$ cat src/rtl/slotbus_pkg.sv
package slotbus_pkg;
  localparam logic [3:0] CODE_NONE = 4'hF;

  typedef struct packed {
    logic       hit;
    logic       ctrl;
    logic       we;
    logic [3:0] field;
  } strobe_t;
endpackage

$ cat src/rtl/slotbus_ctrl.sv
module slotbus_ctrl
  import slotbus_pkg::*;
#(
  parameter int unsigned ADDR_W = 16,
  parameter int unsigned DATA_W = 16,
  parameter int unsigned OFFS_W = 4,
  parameter int unsigned BASE   = 'hA5,
  parameter bit          PIPE   = 1'b0
) (
  input  logic              clk,
  input  logic              rstN,
  input  logic              hostSel,
  input  logic              hostWe,
  input  logic [ADDR_W-1:0] hostAddr,
  input  logic [DATA_W-1:0] hostWdata,
  output strobe_t           strb,
  output logic [OFFS_W-1:0] offs,
  output logic [DATA_W-1:0] wdata,
  output logic              hostAck
);
  localparam int unsigned BASE_W = ADDR_W - OFFS_W - 4;

  logic              stSel;
  logic              stWe;
  logic [ADDR_W-1:0] stAddr;
  logic [DATA_W-1:0] stWdata;

  generate
    if (PIPE) begin : g_pipe
      always_ff @(posedge clk) begin
        if (!rstN) begin
          stSel   <= 1'b0;
          stWe    <= 1'b0;
          stAddr  <= '0;
          stWdata <= '0;
        end else begin
          stSel   <= hostSel;
          stWe    <= hostWe;
          stAddr  <= hostAddr;
          stWdata <= hostWdata;
        end
      end
    end else begin : g_direct
      assign stSel   = hostSel;
      assign stWe    = hostWe;
      assign stAddr  = hostAddr;
      assign stWdata = hostWdata;
    end
  endgenerate

  always_comb begin
    strb.field = stAddr[OFFS_W +: 4];
    strb.hit   = stSel && (stAddr[ADDR_W-1 -: BASE_W] == BASE_W'(BASE));
    strb.ctrl  = (strb.field == CODE_NONE);
    strb.we    = stWe;
  end

  assign offs  = stAddr[OFFS_W-1:0];
  assign wdata = stWdata;

  always_ff @(posedge clk) begin
    if (!rstN) hostAck <= 1'b0;
    else       hostAck <= strb.hit;
  end
endmodule

$ cat src/rtl/slotbus_dp.sv
module slotbus_dp
  import slotbus_pkg::*;
#(
  parameter int unsigned DATA_W = 16,
  parameter int unsigned OFFS_W = 4,
  parameter int unsigned SLOTS  = 3
) (
  input  logic                    clk,
  input  logic                    rstN,
  input  strobe_t                 strb,
  input  logic [OFFS_W-1:0]       offs,
  input  logic [DATA_W-1:0]       wdata,
  input  logic [SLOTS*DATA_W-1:0] slotRdata,
  output logic [SLOTS-1:0]        slotSel,
  output logic                    slotWe,
  output logic [DATA_W-1:0]       hostRdata,
  output logic                    codeClash
);
  logic [3:0]        codes [SLOTS];
  logic [DATA_W-1:0] slotOr;
  logic [3:0]        codeRd;

  generate
    for (genvar i = 0; i < SLOTS; i++) begin : g_slot
      always_ff @(posedge clk) begin
        if (!rstN)
          codes[i] <= CODE_NONE;
        else if (strb.hit && strb.ctrl && strb.we && offs == OFFS_W'(i))
          codes[i] <= wdata[3:0];
      end
      assign slotSel[i] = strb.hit && !strb.ctrl && (codes[i] == strb.field);
    end
  endgenerate

  assign slotWe = strb.hit && !strb.ctrl && strb.we && (slotSel != '0);

  always_comb begin
    slotOr = '0;
    codeRd = '0;
    for (int i = 0; i < SLOTS; i++) begin
      if (slotSel[i]) slotOr |= slotRdata[i*DATA_W +: DATA_W];
      if (offs == OFFS_W'(i)) codeRd = codes[i];
    end
  end

  always_comb begin
    codeClash = 1'b0;
    for (int i = 0; i < SLOTS; i++)
      for (int j = i + 1; j < SLOTS; j++)
        if (codes[i] == codes[j] && codes[i] != CODE_NONE) codeClash = 1'b1;
  end

  always_ff @(posedge clk) begin
    if (!rstN)                    hostRdata <= '0;
    else if (!strb.hit || strb.we) hostRdata <= '0;
    else if (strb.ctrl)           hostRdata <= DATA_W'(codeRd);
    else                          hostRdata <= slotOr;
  end
endmodule

$ cat src/rtl/slot_bus_decoder.sv
module slot_bus_decoder
  import slotbus_pkg::*;
#(
  parameter int unsigned ADDR_W     = 16,
  parameter int unsigned DATA_W     = 16,
  parameter int unsigned OFFS_W     = 4,
  parameter int unsigned SLOTS      = 3,
  parameter int unsigned BASE       = 'hA5,
  parameter bit          PIPE       = 1'b0,
  parameter bit          GLB_RST_EN = 1'b1
) (
  input  logic                    clk,
  input  logic                    rstN,
  input  logic                    hostSel,
  input  logic                    hostWe,
  input  logic [ADDR_W-1:0]       hostAddr,
  input  logic [DATA_W-1:0]       hostWdata,
  output logic [DATA_W-1:0]       hostRdata,
  output logic                    hostAck,
  output logic [SLOTS-1:0]        slotSel,
  output logic                    slotWe,
  output logic [OFFS_W-1:0]       slotOffs,
  output logic [DATA_W-1:0]       slotWdata,
  input  logic [SLOTS*DATA_W-1:0] slotRdata,
  input  logic [SLOTS-1:0]        slotLoading,
  input  logic                    globalRst,
  output logic [SLOTS-1:0]        slotRst,
  output logic                    codeClash
);
  strobe_t strb;

  slotbus_ctrl #(.ADDR_W(ADDR_W), .DATA_W(DATA_W), .OFFS_W(OFFS_W),
                 .BASE(BASE), .PIPE(PIPE)) u_ctrl (
    .clk(clk), .rstN(rstN), .hostSel(hostSel), .hostWe(hostWe),
    .hostAddr(hostAddr), .hostWdata(hostWdata), .strb(strb),
    .offs(slotOffs), .wdata(slotWdata), .hostAck(hostAck));

  slotbus_dp #(.DATA_W(DATA_W), .OFFS_W(OFFS_W), .SLOTS(SLOTS)) u_dp (
    .clk(clk), .rstN(rstN), .strb(strb), .offs(slotOffs), .wdata(slotWdata),
    .slotRdata(slotRdata), .slotSel(slotSel), .slotWe(slotWe),
    .hostRdata(hostRdata), .codeClash(codeClash));

  generate
    if (GLB_RST_EN) begin : g_glb
      assign slotRst = slotLoading | {SLOTS{globalRst}};
    end else begin : g_local
      assign slotRst = slotLoading;
    end
  endgenerate
endmodule

$ cat config.mk
export PLATFORM = sky130hd
export DESIGN_NAME = slot_bus_decoder
export DESIGN_NICKNAME = d
export VERILOG_FILES = /design/src/rtl/slotbus_pkg.sv /design/src/rtl/slotbus_ctrl.sv /design/src/rtl/slotbus_dp.sv /design/src/rtl/slot_bus_decoder.sv
export SDC_FILE = /design/constraint.sdc
export NUM_CORES = 1
export LEC_CHECK = 0
export BUFFER_PORTS_ARGS = -buffer_cell sky130_fd_sc_hd__buf_2
export CAP_MARGIN = 40
export CORE_UTILIZATION = 37
export DETAILED_ROUTE_END_ITERATION = 8
export GPL_ROUTABILITY_DRIVEN = 0
export PLACE_DENSITY = 0.76
export RECOVER_POWER = 25
export SYNTH_ARGS = -nofsm -noshare
export SYNTH_HDL_FRONTEND = slang
export SYNTH_SLANG_ARGS = --single-unit
$ cat constraint.sdc
create_clock -name clk -period 1.5 [get_ports clk]
set_input_delay 0.075 -clock clk [delete_from_list [all_inputs] [get_ports clk]]
set_output_delay 0.075 -clock clk [all_outputs]
set_load 0.01 [all_outputs]
==> results.sh <==
export IMPL_cts_max_level=2
export IMPL_synthArstFlopShare=0
export IMPL_synth_seq_area_share=0.385
export IMPL_grt_pass1_wl_um=8290
export IMPL_slowest_stage="edfxtp_1"
export IMPL_yosysTopAreaCellShare=0.198
export IMPL_avgSynthCellArea_sq_um=9.95
export IMPL_setup_viol=21
export IMPL_numCtsBuffers=5
export IMPL_max_freq_mhz=568
export IMPL_wl_um=5770
export IMPL_rrSetupSlack_ns=-0.25
export IMPL_fin_ws_ns=-0.259
export IMPL_io_pins=133
export IMPL_root_buffer="clkbuf_8"
export IMPL_cp_cell_sequence="xor2_1, nor4_4, buf_12, and3_4, buf_2"
export IMPL_swShare=0.254
export IMPL_dpl_cell_area_sq_um=2540
export IMPL_required_ns=1.42
export IMPL_synth_top_cells_by_area="edfxtp_1, dfxtp_1, xor2_1"
export IMPL_nNetsFinal=398
export IMPL_peakVddDrop_mv=0.636
export IMPL_synth_largest_area_cell="edfxtp_1"
export IMPL_first_iter_violations=203
export IMPL_synth_edff_count=12
export IMPL_netlist_area_sq_um=1820
export IMPL_ys_ff_latch=29
export IMPL_clk_latency_ns=0.28
export IMPL_maxSlewHeadroom=0.724
export IMPL_overflow=0
export IMPL_highest_layer="met4"
export IMPL_seq_power_share=0.403
export IMPL_p_clk_frac=0.375
export IMPL_path_class="flip-flop to primary output"
export IMPL_clock_skew_final_ns=0.00543
export IMPL_synth_nets=271
export IMPL_synth_common_cells="buf_4, nor2_1, xor2_1"
export IMPL_clock_path_buffers=2
export IMPL_crit_arrival_ns=1.68
export IMPL_multi_input_area_sq_um=978
export IMPL_switchingPower_w=0.000537
export IMPL_status="complete, but fails checks"
export IMPL_start_util=0.386
export IMPL_fin_crit_sh=1.17
export IMPL_rows=25
export IMPL_drive_gt1_frac=0.550
export IMPL_num_fill_cells=372
export IMPL_grt_max_degree=16
export IMPL_path_clk_slew_ns=0.07
export IMPL_vias=1963
export IMPL_violations="setup timing"
export IMPL_vias_per_cell=5.19
export IMPL_core_area_sq_um=4720
export IMPL_cpPeakStageDelay_ns=0.44
export IMPL_n_antenna_cell=0
export IMPL_drt_pass1_iterations=6
export IMPL_antenna_found_initial=0
export IMPL_synth_flop_cell="dfxtp_1"
export IMPL_final_seq_area_sq_um=701
export IMPL_yosysMostFrequentCell="buf_4"
export IMPL_startpoint_type="flip-flop"
export IMPL_cp_max_fo=4
export IMPL_post_place_ws_ns=-0.0791
export IMPL_internal_power_w=0.00158
export IMPL_maxCapViolations=0
export IMPL_rsz0062_at_grt="yes"
export IMPL_cts_tree="built"
export IMPL_crit_family="simple AND/OR/NAND/NOR gates"
export IMPL_dieArea_sq_um=5210
export IMPL_syn_instance_count=183
export IMPL_cts_hold_buf=0
export IMPL_grt_pass1_vias=1787
export IMPL_die_h_um=72.2
export IMPL_drc=0
export IMPL_wl_met2_um=2750
export IMPL_grt_use_total=0.210
export IMPL_finalCriticalPeriod_ns=1.76
export IMPL_ant_nets=0
export IMPL_p_leak_nw=1.29
export IMPL_ys_warn_count=0
export IMPL_avgRoutedWirePerCell_um=15.3
export IMPL_met3_length_um=444
export IMPL_postLayoutCellArea_sq_um=2830
export IMPL_p_per_area_nw_per_um2=749
export IMPL_pwr_share_comb=0.222
export IMPL_ys_types=38
export IMPL_worst_pin_slew_ns=0.414
export IMPL_path_buf_inv=2
export IMPL_timing_final_hold_violations=0
export IMPL_drt_met1_wl_um=2340
export IMPL_die_x_um=72.2
export IMPL_drv_slew=0
export IMPL_clkSinkCount=29
export IMPL_dp_hpwl_um=4220
export IMPL_area_growth_pct=55.2
export IMPL_worstSetupEndpointType="primary output"
export IMPL_min_path_type="input pin to flip-flop"
export IMPL_port_buffers=108
[worst min-delay path: stages]
cell and delay, ns:
buf_2 0.08, a222oi_1 0.05, nor2_1 0.07
[timing repair]
action / 4_1_cts / 5_1_grt
cloned: 1 / 0
pin swaps: 22 / 7
setup endpoints to repair: 11 / 21
buffers inserted: 7 / 2
resized for setup: 14 / 4
[area by class of cell]
cell class | instances | share of cell area
clock inverters | 2 | 0.0124
well taps | 67 | 0.0297
flip-flops and latches | 29 | 0.248
multi-input cells | 124 | 0.346
clock buffers | 6 | 0.0257
repair buffers | 149 | 0.337
inverters | 1 | 0.00133
[state kept, by name (all words and copies together), names as in the netlist]
name            cells
u_dp.hostRdata     16
u_dp.codes         12
u_ctrl.hostAck      1
[per-stage QoR]
step / utilization / setup TNS (ns) / hold slack, ns / total power, W / std cells
floorplan: - / -0.343 / 0.225 / 0.00110 / 183
global placement: 0.538 / -0.193 / 0.150 / 0.00127 / 361
detailed placement: 0.538 / -0.274 / 0.150 / 0.00128 / 361
CTS: 0.593 / -2.92 / 0.0385 / 0.00210 / 377
global route: 0.598 / -4.97 / 0.0566 / 0.00218 / 378
finish: 0.598 / -3.47 / 0.0374 / 0.00212 / 378
[worst paths after layout]
| kind | start | depth (start not counted) | to |
|---|---|---|---|
| max | u_dp.codes[2][1] | 5 | slotSel[2] |
| max reg2reg | u_dp.codes[0][0] | 6 | u_dp.hostRdata[1] |
| min | slotRdata[37] | 3 | u_dp.hostRdata[5] |
| min reg2reg | u_dp.codes[1][0] | 3 | u_dp.hostRdata[0] |
[cells by family (layout without fill, tap and decap cells)]
kind of cell	Yosys count	count (layout)	share of synthesized area
AND/OR/NAND/NOR	66	66	0.233
AO/OA/AOI/OAI	32	32	0.144
buffers and inverters	30	158	0.111
flip-flops	29	29	0.385
XOR/XNOR	23	23	0.111
multiplexers	3	3	0.0165
[power groups by stage]
| stage | logic (W) | registers, W | clock network [W] |
|---|---|---|---|
| final | 0.000469 | 0.000853 | 0.000794 |
| after global routing | 0.000500 | 0.000855 | 0.000824 |
| after CTS | 0.000457 | 0.000853 | 0.000795 |
| after detailed placement | 0.000415 | 0.000867 | 0 |
| after global placement | 0.000406 | 0.000866 | 0 |
| after floorplan | 0.000230 | 0.000872 | 0 |
[cell usage in the layout, fill, tap and decap left out, types with 2 or more instances in the layout]
| cell | n |
|---|---|
| mux2i_1 | 3 |
| edfxtp_1 | 12 |
| or2_1 | 4 |
| buf_8 | 2 |
| nor4_1 | 3 |
| nand2_1 | 5 |
| nand4_1 | 3 |
| o21ai_0 | 3 |
| clkbuf_1 | 5 |
| o22ai_1 | 4 |
| a222oi_1 | 16 |
| nor4_4 | 3 |
| buf_6 | 7 |
| buf_4 | 30 |
| or2_2 | 3 |
| nand2b_1 | 8 |
| and3_4 | 3 |
| dfxtp_1 | 17 |
| nor3_1 | 2 |
| clkbuf_8 | 5 |
| a21oi_1 | 3 |
| buf_12 | 3 |
| xnor2_1 | 3 |
| nor2_1 | 20 |
| nand3_1 | 3 |
| buf_2 | 102 |
| xor2_2 | 6 |
| xor2_1 | 14 |
[metal layers]
metal,vias to the layer above,GRT usage
li1,917,-
met1,909,0.254
met2,110,0.349
met3,27,0.0444
met4,0,0.113
met5,-,0
Note: power is estimated with default switching activity, not from simulation.
